<file path="config.mk">
export PLATFORM = sky130hd
export DESIGN_NAME = circ_picture_shifter
export DESIGN_NICKNAME = d
export VERILOG_FILES = /design/src/rtl/shift_pkg.sv /design/src/rtl/step_tick_gen.sv /design/src/rtl/offset_counter.sv /design/src/rtl/shift_out_stage.sv /design/src/rtl/circ_picture_shifter.sv
export SDC_FILE = /design/constraint.sdc
export NUM_CORES = 1
export LEC_CHECK = 0
export BUFFER_PORTS_ARGS = -buffer_cell sky130_fd_sc_hd__buf_2
export CAP_MARGIN = 20
export CELL_PAD_IN_SITES_DETAIL_PLACEMENT = 1
export CELL_PAD_IN_SITES_GLOBAL_PLACEMENT = 1
export CORE_MARGIN = 2
export CORE_UTILIZATION = 40
export DETAILED_ROUTE_END_ITERATION = 16
export GPL_ROUTABILITY_DRIVEN = 1
export PLACE_DENSITY = 0.84
export SYNTH_ARGS = -nofsm -noshare
export SYNTH_HDL_FRONTEND = slang
export SYNTH_SLANG_ARGS = --single-unit
</file>
<file path="constraint.sdc">
create_clock -name clk -period 2.34 [get_ports clk]
set_clock_uncertainty 0.2 [all_clocks]
set_input_delay 0.468 -clock clk [delete_from_list [all_inputs] [get_ports clk]]
set_output_delay 0.468 -clock clk [all_outputs]
set_load 0.02 [all_outputs]
</file>
<file path="src/rtl/shift_pkg.sv">
package shift_pkg;
  localparam int IDX_W = 5;
  localparam int N_AXES = 2;
  typedef logic [IDX_W-1:0] idx_t;
endpackage

</file>
<file path="src/rtl/step_tick_gen.sv">
module step_tick_gen #(
  parameter int DIV_LO = 12500,
  parameter int DIV_HI = 10000
) (
  input  logic clk,
  input  logic rst_n,
  output logic tick
);
  localparam int LO_W = (DIV_LO > 1) ? $clog2(DIV_LO) : 1;
  localparam int HI_W = (DIV_HI > 1) ? $clog2(DIV_HI) : 1;
  localparam logic [LO_W-1:0] LO_LAST = LO_W'(DIV_LO - 1);
  localparam logic [HI_W-1:0] HI_LAST = HI_W'(DIV_HI - 1);

  logic [LO_W-1:0] lo_cnt;
  logic [HI_W-1:0] hi_cnt;
  logic lo_carry;

  assign lo_carry = (lo_cnt == LO_LAST);
  assign tick = lo_carry && (hi_cnt == HI_LAST);

  always_ff @(posedge clk or negedge rst_n) begin
    if (!rst_n) begin
      lo_cnt <= '0;
    end else if (lo_carry) begin
      lo_cnt <= '0;
    end else begin
      lo_cnt <= lo_cnt + 1'b1;
    end
  end

  always_ff @(posedge clk or negedge rst_n) begin
    if (!rst_n) begin
      hi_cnt <= '0;
    end else if (lo_carry) begin
      if (hi_cnt == HI_LAST) hi_cnt <= '0;
      else hi_cnt <= hi_cnt + 1'b1;
    end
  end
endmodule

</file>
<file path="src/rtl/offset_counter.sv">
module offset_counter
  import shift_pkg::*;
(
  input  logic clk,
  input  logic rst_n,
  input  logic tick,
  input  logic step_en,
  input  logic preset,
  input  idx_t preset_val,
  output idx_t offset
);
  always_ff @(posedge clk or negedge rst_n) begin
    if (!rst_n) begin
      offset <= '0;
    end else if (preset) begin
      offset <= preset_val;
    end else if (step_en && tick) begin
      offset <= offset + 1'b1;
    end
  end
endmodule

</file>
<file path="src/rtl/shift_out_stage.sv">
module shift_out_stage
  import shift_pkg::*;
(
  input  logic clk,
  input  logic rst_n,
  input  logic in_valid,
  output logic in_ready,
  input  idx_t in_x,
  input  idx_t in_y,
  input  idx_t off_x,
  input  idx_t off_y,
  output logic out_valid,
  input  logic out_ready,
  output idx_t out_x,
  output idx_t out_y
);
  idx_t sum_x, sum_y;
  logic take;

  assign sum_x = in_x + off_x;
  assign sum_y = in_y + off_y;
  assign in_ready = !out_valid || out_ready;
  assign take = in_valid && in_ready;

  always_ff @(posedge clk or negedge rst_n) begin
    if (!rst_n) begin
      out_valid <= 1'b0;
    end else if (take) begin
      out_valid <= 1'b1;
    end else if (out_ready) begin
      out_valid <= 1'b0;
    end
  end

  always_ff @(posedge clk or negedge rst_n) begin
    if (!rst_n) begin
      out_x <= '0;
      out_y <= '0;
    end else if (take) begin
      out_x <= sum_x;
      out_y <= sum_y;
    end
  end
endmodule

</file>
<file path="src/rtl/circ_picture_shifter.sv">
module circ_picture_shifter
  import shift_pkg::*;
#(
  parameter int DIV_LO = 12500,
  parameter int DIV_HI = 10000
) (
  input  logic       clk,
  input  logic       rst_n,
  input  logic       in_valid,
  output logic       in_ready,
  input  logic [4:0] in_x,
  input  logic [4:0] in_y,
  input  logic       h_step_en,
  input  logic       h_preset,
  input  logic [4:0] h_preset_val,
  input  logic       v_step_en,
  input  logic       v_preset,
  input  logic [4:0] v_preset_val,
  output logic       out_valid,
  input  logic       out_ready,
  output logic [4:0] out_x,
  output logic [4:0] out_y
);
  logic tick;
  logic [N_AXES-1:0] step_a, preset_a;
  idx_t pval_a [N_AXES];
  idx_t off_a  [N_AXES];
  idx_t h_off, v_off;

  assign step_a   = {v_step_en, h_step_en};
  assign preset_a = {v_preset, h_preset};
  assign pval_a[0] = h_preset_val;
  assign pval_a[1] = v_preset_val;
  assign h_off = off_a[0];
  assign v_off = off_a[1];

  step_tick_gen #(.DIV_LO(DIV_LO), .DIV_HI(DIV_HI)) u_tick (
    .clk(clk), .rst_n(rst_n), .tick(tick)
  );

  for (genvar a = 0; a < N_AXES; a++) begin : g_axis
    offset_counter u_off (
      .clk(clk), .rst_n(rst_n), .tick(tick),
      .step_en(step_a[a]), .preset(preset_a[a]),
      .preset_val(pval_a[a]), .offset(off_a[a])
    );
  end

  shift_out_stage u_stage (
    .clk(clk), .rst_n(rst_n),
    .in_valid(in_valid), .in_ready(in_ready),
    .in_x(in_x), .in_y(in_y),
    .off_x(h_off), .off_y(v_off),
    .out_valid(out_valid), .out_ready(out_ready),
    .out_x(out_x), .out_y(out_y)
  );
endmodule

</file>
==> results_dict.tcl, run 1 <==
set metrics [dict create \
    initial_utilization 0.411 \
    portBuffers 39 \
    vias 2360 \
    relSlewSlack 0.613 \
    fin_util 0.495 \
    wl_met2_microns 3830 \
    cts_root_buffer "clkbuf_8" \
    hold_violations 0 \
    ys_ff_latch 49 \
    boundaryPins 40 \
    fmaxAchievable_mhz 447 \
    synth_area_sq_um 2760 \
    crit_type "flop to flop" \
    final_nets 377 \
    p_leak_nw 1.52 \
    critPathBufInv 1 \
    synth_edf_count 0 \
    drt-met1-wl_microns 3070 \
    dpl.hpwl_microns 5240 \
    grt_max_degree 26 \
    start_kind "flop" \
    clk_pin_slew_worst_paths_ns 0.09 \
    crit_fanout 3 \
    met3_length_microns 239 \
    htree_num_levels 2 \
    syn-num-nets 321 \
    syn_avg_cell_area_sq_um 9.90 \
    clk_latency_ns 0.31 \
    cts.sinks 49 \
    vias_per_cell 5.67 \
    netlist_instances 279 \
    preCtsSetupSlack_ns 0.0211 \
    cts_buffers 5 \
    die_x_microns 87.1 \
    rows 30 \
    grt_pass1_wl_microns 12200 \
    final.setup.tns_ns 0 \
    finalHoldWorstSlack_ns 0.168 \
    cts_tree "yes" \
    ys.flop_type "dfrtp_1" \
    coreArea_sq_um 6720 \
    setup_ws_ns 0.104 \
    synth.distinct_cells 46 \
    crit_path_top_delay_cell "or4_4" \
    synth-seq-area-share 0.444 \
    post-route-drc-count 0 \
    detail_route.iter0.violations 59 \
    totalWireLength_microns 7280 \
    cp_cell_sequence "or4_4 > buf_4 > nor4_4 > or4b_1 > a31oi_1" \
    multi_input_area_sq_um 1450 \
    track_usage 0.205 \
    die_h_microns 87.1 \
    worst_path_dominant_cell_family "simple AND/OR/NAND/NOR gates" \
    n_fill_cell 797 \
    routabilityCongestion 0.839 \
    die_area_sq_um 7580 \
    hold_class "primary input to flop" \
    cp_data_arrival_time_ns 2.27 \
    antenna_found_initial 0 \
    status "finished clean" \
    cts.path.max_buffers 2 \
    vdd_drop_max_v 0.000214 \
    wire_per_inst_microns 17.5 \
    max_cap_violations 0 \
    insertedDiodeCount 0 \
    grt_pass1_vias 2618 \
    regArea_sq_um 1230 \
    worstMarginPinSlew_ns 0.580 \
    powerDensity_nw_per_um2 576 \
    topRoutingLayerUsed "met4" \
    slew_violations 0 \
    fin_crit_ns 2.24 \
    cp.required_ns 2.37 \
    postRouteAntennaNets 0 \
    grt-ovfl-total 0 \
    ys_async_sr_fraction 1.00 \
    setup_violations 0 \
    end_kind "flop" \
    timing.final.crit_share 0.956 \
    layout-drive-gt1-share 0.244 \
    areaGrowthSynthToFinish_pct 20.4 \
    first_pass_iters 4 \
    slowest_delay_ns 0.54 \
    ys_warn_count 0 \
]
[per-layer routing]
layer	up-vias	global-route usage
met5	-	0
met4	0	0.0767
met3	14	0.0341
met2	52	0.384
met1	1171	0.230
li1	1123	-
[cell usage after synthesis (4+ instances only)]
library cell  count  area share
nand3_1          16       0.029
a21oi_1           7       0.013
nand2_1          19       0.026
a31oi_1          11       0.025
inv_1            12       0.016
o41ai_1           4       0.013
nand4b_1          4       0.013
o31ai_1           6       0.016
dfrtp_1          49        0.44
nand3b_1          4       0.011
o21ai_0          10       0.018
and3_1            5       0.011
clkbuf_1          9       0.012
nand4_1          12       0.027
a21o_1            4       0.011
ha_1             12       0.054
xnor2_1           9       0.029
nor2_1           23       0.031
and4_1            5       0.016
xor2_1           14       0.044
mux2_2            4       0.016
[cell families (layout without fill, tap and decap cells)]
family,after synthesis,after routing,synth area share
AO/OA/AOI/OAI,48,48,0.114
adder cells (fa/ha/maj),14,14,0.0689
flip-flops,49,49,0.444
XOR/XNOR,23,23,0.0730
AND/OR/NAND/NOR,112,112,0.238
multiplexers,5,5,0.0199
buffers and inverters,28,85,0.0426
[placed cells by master (no fill, tap or decap), types with 5 or more instances in the layout]
master	Yosys	final
nand3_1	16	16
and3_1	5	5
ha_1	12	12
inv_1	12	12
buf_2	3	39
o31ai_1	6	6
a21oi_1	7	7
clkbuf_8	0	6
xor2_1	14	14
nor2_1	23	23
dfrtp_1	49	49
nand4_1	12	12
and4_1	5	5
a31oi_1	11	11
nand2_1	19	19
buf_4	0	23
o21ai_0	10	10
xnor2_1	9	9
[path summary, 6_finish.rpt]
| path | start | to | slack, ns | cells past startpoint |
|---|---|---|---|---|
| setup / recovery | u_tick.hi_cnt[11] | g_axis[1].u_off.offset[3] | 0.10 | 5 |
| hold / removal | in_valid | u_stage.out_valid | 0.17 | 2 |
| setup reg to reg | u_tick.hi_cnt[11] | g_axis[1].u_off.offset[3] | 0.10 | 5 |
| hold reg to reg | u_stage.out_y[4] | u_stage.out_y[4] | 0.29 | 2 |
| max in group asynchronous | rst_n | u_tick.hi_cnt[13] | 0.82 | 3 |
| min in group asynchronous | rst_n | u_stage.out_x[2] | 0.48 | 2 |
[worst register-to-register path: stages (launching register included)]
cell and delay (ns):
dfrtp_1 0.39, or4_4 0.54, buf_4 0.17, nor4_4 0.22, or4b_1 0.46, a31oi_1 0.18
[metrics by stage]
stage	power (mW)	std cells	area (sq um)
after detailed placement	1.30	407	3160
after global routing	2.00	416	3320
after floorplan	1.16	279	2760
final	1.91	416	3320
after CTS	1.93	416	3300
after global placement	1.27	407	3160
[cell type report]
type / count / share of cell area
Inverter: 14 / 0.0158
Clock inverter: 1 / 0.00903
Timing Repair Buffer: 63 / 0.114
Sequential cell: 49 / 0.369
Clock buffer: 7 / 0.0260
Multi-Input combinational cell: 202 / 0.437
Tap cell: 80 / 0.0301
[flip-flops by register name (all words and copies together) (netlist names)]
register	cells
u_tick.lo_cnt	14
u_stage.out_x	5
u_stage.out_valid	1
g_axis.u_off.offset	10
u_stage.out_y	5
u_tick.hi_cnt	14
[where the power goes]
group          internal (mW)  switching (mW)  leakage [nW]
clock                  0.349           0.290        0.0585
sequential             0.905          0.0411         0.619
combinational          0.137           0.192         0.839
[what timing repair did]
item,4_1_cts,5_1_grt
pin swaps,0,0
gates resized for setup,2,3
hold buffers,1,0
hold endpoints to repair,23,0
setup buffers,0,0
setup endpoints to repair,2,6
(Power assumes the default switching activity.)
==> inputs of run 2 (changes only) <==
ABC_AREA = 1   (was default)
CORE_UTILIZATION = 39   (was 40)
PLACE_DENSITY = 0.85   (was 0.84)
==> run 2 against run 1 <==
Against the previous run:
- critical endpoint is now u_tick.hi_cnt[4]
- power grew 3.7%
- routed wire length up 4.8%
- flip-flop and latch count stayed put
- critical path type unchanged
==> results_dict.tcl, run 2 <==
set metrics [dict create \
    grt_max_degree 30 \
    start_kind "flop" \
    boundaryPins 40 \
    first_pass_iters 4 \
    dp_cells 534 \
    die_h_microns 92.6 \
    synth_edf_count 0 \
    multi_input_area_sq_um 1640 \
    synth.distinct_cells 32 \
    synth_common_cells "108 x nand2_1, 49 x dfrtp_1, 43 x nand3_1" \
    min_delay_path_depth 5 \
    die_x_microns 92.6 \
    coreArea_sq_um 7690 \
    track_usage 0.192 \
    routabilityCongestion 0.848 \
    synth_area_sq_um 3060 \
    antenna_found_initial 0 \
    wire_per_inst_microns 14.1 \
    synth_most_common_cell "nand2_1" \
    htree_num_levels 2 \
    detail_route.iter0.violations 91 \
    final_area_sq_um 3500 \
    insertedDiodeCount 0 \
    dpl-instance-area_sq_um 3390 \
    mostFrequentLayoutCells "108 x nand2_1, 49 x dfrtp_1, 43 x nand3_1, 40 x inv_1, 39 x buf_2" \
    clk_latency_ns 0.32 \
    ys_async_sr_fraction 1.00 \
    syn_avg_cell_area_sq_um 7.76 \
    vias_per_cell 5.05 \
    clk_pin_slew_worst_paths_ns 0.10 \
    hold_class "primary input to flop" \
    ys_ff_latch 49 \
    areaGrowthSynthToFinish_pct 14.3 \
    cts_root_buffer "clkbuf_8" \
    n_fill_cell 999 \
    crit_fanout 8 \
    fin_crit_ns 1.94 \
    ys_warn_count 0 \
    final_common_cell "nand2_1" \
    netlist_instances 395 \
    stdcell_count 543 \
    fin_util 0.456 \
    dpl.hpwl_microns 5890 \
    post_cts_buffers 0 \
    status "finished clean" \
    setup_violations 0 \
    cp_data_arrival_time_ns 1.93 \
    postRouteAntennaNets 0 \
    hold_violations 0 \
    grt_pass1_vias 2940 \
    synth_area_leaders "dfrtp_1 40%, nand2_1 13%, nand3_1 7.0%" \
    fmaxAchievable_mhz 515 \
    initial_utilization 0.399 \
    grt-ovfl-total 0 \
    cts_buffers 5 \
    hold_buffers 1 \
    portBuffers 39 \
    grt_pass1_wl_microns 13300 \
    vias 2744 \
    rsz0062_at_grt "no" \
    ys.flop_type "dfrtp_1" \
    syn-num-nets 437 \
    rows 32 \
    rr_worst_depth 8 \
    slew_violations 0 \
    max_cap_violations 0 \
    p_leak_nw 1.71 \
    final_nets 482 \
    cts.path.max_buffers 2 \
    netlist.area_leader.share 0.400 \
    relSlewSlack 0.648 \
    worstMarginPinSlew_ns 0.528 \
    post-route-drc-count 0 \
    die_area_sq_um 8580 \
    final.setup.tns_ns 0 \
    powerDensity_nw_per_um2 567 \
    synth-seq-area-share 0.400 \
    cp.required_ns 2.33 \
    end_kind "flop" \
    crit_type "flop to flop" \
    cts_tree "yes" \
    layout-drive-gt1-share 0.175 \
    timing.final.crit_share 0.829 \
    reg_top3 "u_tick.hi_cnt (14), u_tick.lo_cnt (14), g_axis.u_off.offset (10)" \
    totalWireLength_microns 7630 \
    synth.largest_area_cell "dfrtp_1" \
    vdd_drop_max_v 0.000345 \
    cts_resized 0 \
    finalHoldWorstSlack_ns 0.232 \
    regArea_sq_um 1230 \
    cts.sinks 49 \
]
-- run 2: cells by family after synthesis --
family / Yosys count / share of synthesized area
fa+ha+maj: 14 / 0.0621
buf+inv: 50 / 0.0637
xor+xnor: 20 / 0.0572
simple gates: 226 / 0.354
flops: 49 / 0.400
compound gates: 36 / 0.0629
-- run 2: layer usage --
layer,part of all wire,vias up,routed length (microns),track usage
met1,0.44,1330,3350,0.234
li1,-,1364,-,-
met3,0.042,6,320,0.0382
met4,0.011,0,81,0.0502
met5,0,-,0,0
met2,0.51,44,3880,0.348
-- run 2: worst max-delay path: stages, from the launching register on --
cell and delay, ns:
dfrtp_1 0.42, ha_1 0.27, nand2_2 0.10, nor2_4 0.19
inv_1 0.06, nor2_1 0.10, nand2_1 0.23, nand3b_1 0.16
o21ai_1 0.07
-- run 2: path summary, 6_finish.rpt --
kind                                   from                        end  slack [ns]
hold / removal              h_preset_val[1]  g_axis[0].u_off.offset[1]        0.23
hold reg to reg            u_stage.out_y[0]           u_stage.out_y[0]        0.29
setup reg to reg           u_tick.hi_cnt[0]           u_tick.hi_cnt[4]        0.40
max in group asynchronous             rst_n           u_stage.out_x[3]        0.93
setup / recovery           u_tick.hi_cnt[0]           u_tick.hi_cnt[4]        0.40
min in group asynchronous             rst_n           u_tick.lo_cnt[9]        0.47
-- run 2: metrics by stage --
| stage | power, mW | setup WS (ns) |
|---|---|---|
| finish | 1.98 | 0.399 |
| global route | 2.10 | 0.215 |
| CTS | 2.01 | 0.393 |
| detailed placement | 1.43 | 0.333 |
| global placement | 1.41 | 0.398 |
| floorplan | 1.26 | 0.559 |
-- run 2: layout make-up --
cell class | instances | share of cell area
Multi-Input combinational cell | 296 | 0.469
Clock buffer | 6 | 0.0236
Timing Repair Buffer | 42 | 0.0665
Sequential cell | 49 | 0.350
Tap cell | 102 | 0.0364
Clock inverter | 2 | 0.00500
Inverter | 46 | 0.0493
-- run 2: power by group --
| part | switching [mW] | internal (mW) | leakage, nW |
|---|---|---|---|
| Sequential | 0.0687 | 0.921 | 0.636 |
| Combinational | 0.252 | 0.168 | 1.02 |
| Clock | 0.328 | 0.246 | 0.0518 |
==> inputs of run 3 (changes only) <==
ABC_AREA = 0   (was 1)
CORE_UTILIZATION = 40   (was 39)
PLACE_DENSITY = 0.84   (was 0.85)
clock period = 1.75 ns   (was 2.34 ns; I/O delays follow)
==> run 3 against run 2 <==
Against the previous run:
- the run now ends with setup timing left
- power rose by 41%
- via count shrank 2.9%
- sequential power grew 28%
- register-to-register slack worse by 0.98 ns
- cell area up 16%
- critical path depth is 2 lower
- utilization increased by 15 points
- die area shrank 12%
- sequential share of layout area is 4.7 points lower
- setup slack got worse by 0.98 ns
- first-iteration DRC count shrank 19%
- largest power group unchanged
==> results_dict.tcl, run 3 (synthesis results as in run 1) <==
set metrics [dict create \
    switching_share 0.277 \
    min_delay_path_depth 3 \
    setup_violations 34 \
    final_area_sq_um 4050 \
    setup_ws_ns -0.584 \
    mostFrequentLayoutCells "63 x buf_4, 48 x dfrtp_1, 39 x buf_2, 17 x nand2_1, 17 x nor2_1" \
    first_pass_iters 4 \
    preCtsSetupSlack_ns -0.566 \
    grt-ovfl-total 0 \
    antenna_found_initial 0 \
    final.setup.tns_ns -9.83 \
    crit_type "flop to flop" \
    cp_data_arrival_time_ns 2.29 \
    coreArea_sq_um 6720 \
    fmaxAchievable_mhz 429 \
    final_nets 432 \
    die_area_sq_um 7580 \
    vias_per_cell 5.66 \
    htree_num_levels 2 \
    timing.final.crit_share 1.33 \
    insertedDiodeCount 0 \
    routabilityCongestion 0.835 \
    postRouteAntennaNets 0 \
    cp.required_ns 1.70 \
    p_int_mw 2.02 \
    finalHoldWorstSlack_ns 0.0975 \
    hold_violations 0 \
    end_kind "flop" \
    rsz0062_at_grt "yes" \
    clk_pin_slew_worst_paths_ns 0.10 \
    powerDensity_nw_per_um2 689 \
    status "finished, violations left" \
    dp_cells 442 \
    slew_violations 0 \
    dpl-instance-area_sq_um 3480 \
    p_leak_nw 1.94 \
    grt_pass1_wl_microns 14000 \
    rr_worst_depth 6 \
    p_switching_mw 0.773 \
    die_x_microns 87.1 \
    violations "setup timing" \
    final_common_cell "buf_4" \
    vias 2665 \
    max_cap_violations 0 \
    portBuffers 39 \
    worstMarginPinSlew_ns 0.371 \
    grt_max_degree 50 \
    fin_crit_ns 2.33 \
    min_from "v_preset_val[4]" \
    worstReg2RegStart "u_tick.hi_cnt[11]" \
    clk_latency_ns 0.31 \
    start_kind "flop" \
    cts_buffers 5 \
    boundaryPins 40 \
    crit_fanout 6 \
    track_usage 0.240 \
    stdcell_count 471 \
    post-route-drc-count 0 \
    detail_route.iter0.violations 74 \
    cts.path.max_buffers 2 \
    relSlewSlack 0.750 \
    rows 30 \
    cts_root_buffer "clkbuf_8" \
    layout-drive-gt1-share 0.448 \
    combPwrFrac 0.199 \
    hold_class "primary input to flop" \
    wire_per_inst_microns 20.7 \
    crit_start "u_tick.hi_cnt[11]" \
    cts_tree "yes" \
    areaGrowthSynthToFinish_pct 46.8 \
    vdd_drop_max_v 0.000283 \
    grt_pass1_vias 2934 \
    dpl.hpwl_microns 5870 \
    die_h_microns 87.1 \
    cts.sinks 49 \
    p_seq_frac 0.454 \
    initial_utilization 0.411 \
    totalWireLength_microns 9760 \
    reg_top3 "u_tick.hi_cnt (14), u_tick.lo_cnt (14), g_axis.u_off.offset (10)" \
    clockPowerShare 0.348 \
]
run 3: changes by cell type in the layout (fill, tap and decap cells not counted), moves of 6 or more:
cell | before | now
buf_6 | 0 | 13
nor3_1 | 8 | 1
o21ai_0 | 15 | 5
nand2_1 | 108 | 17
o21ai_1 | 10 | 4
inv_1 | 40 | 11
buf_4 | 1 | 63
a31oi_1 | 0 | 11
nor2_1 | 30 | 17
nand3_1 | 43 | 14
run 3: worst paths after layout:
kind / to / slack (ns)
max in group asynchronous: g_axis[0].u_off.offset[1] / 0.74
min in group asynchronous: u_stage.out_x[4] / 0.35
worst max-delay path: u_tick.hi_cnt[13] / -0.58
worst min register to register: u_stage.out_y[3] / 0.28
worst max register to register: u_tick.hi_cnt[13] / -0.58
worst min-delay path: g_axis[1].u_off.offset[4] / 0.1
run 3: through the flow:
step	power (mW)	util
detailed placement	1.77	0.517
global route	2.91	0.603
floorplan	1.56	-
global placement	1.73	0.517
finish	2.79	0.603
CTS	2.76	0.577
run 3: area by class of cell:
| class | instances | area, sq um |
|---|---|---|
| clock buffer | 5 | 68.8 |
| clock inverter | 3 | 65.1 |
| fill | 741 | 2670 |
| inverter | 14 | 52.6 |
| multi-input combinational | 202 | 1680 |
| sequential | 49 | 1230 |
| tap | 80 | 100 |
| timing repair buffer | 118 | 860 |
run 3: routing by layer:
layer,global-route usage,vias to the layer above,part of all wire
met3,0.0351,14,0.028
met5,0,-,0
met1,0.255,1349,0.38
li1,-,1233,-
met4,0.0938,0,0.021
met2,0.466,69,0.57
run 3: repair_timing:
item,CTS,global route
hold buffers,1,0
hold endpoints to repair,49,0
endpoints found under the setup margin,33,37
cloned,0,0
resized for setup,44,20
setup buffers,9,12
pin swaps,23,20
run 3: worst max-delay path: stages (launching register included):
cell      delay [ns]
dfrtp_1         0.40
or4_4           0.55
or4_4           0.45
buf_6           0.16
buf_6           0.14
o211ai_1        0.09
nand3_1         0.18
run 3: power by group through the flow:
| stage | sequential [mW] | combinational [mW] | clock, mW |
|---|---|---|---|
| after floorplan | 1.35 | 0.201 | 0 |
| after global placement | 1.28 | 0.452 | 0 |
| after detailed placement | 1.29 | 0.485 | 0 |
| after CTS | 1.27 | 0.515 | 0.976 |
| after global routing | 1.28 | 0.603 | 1.03 |
| final | 1.27 | 0.554 | 0.971 |
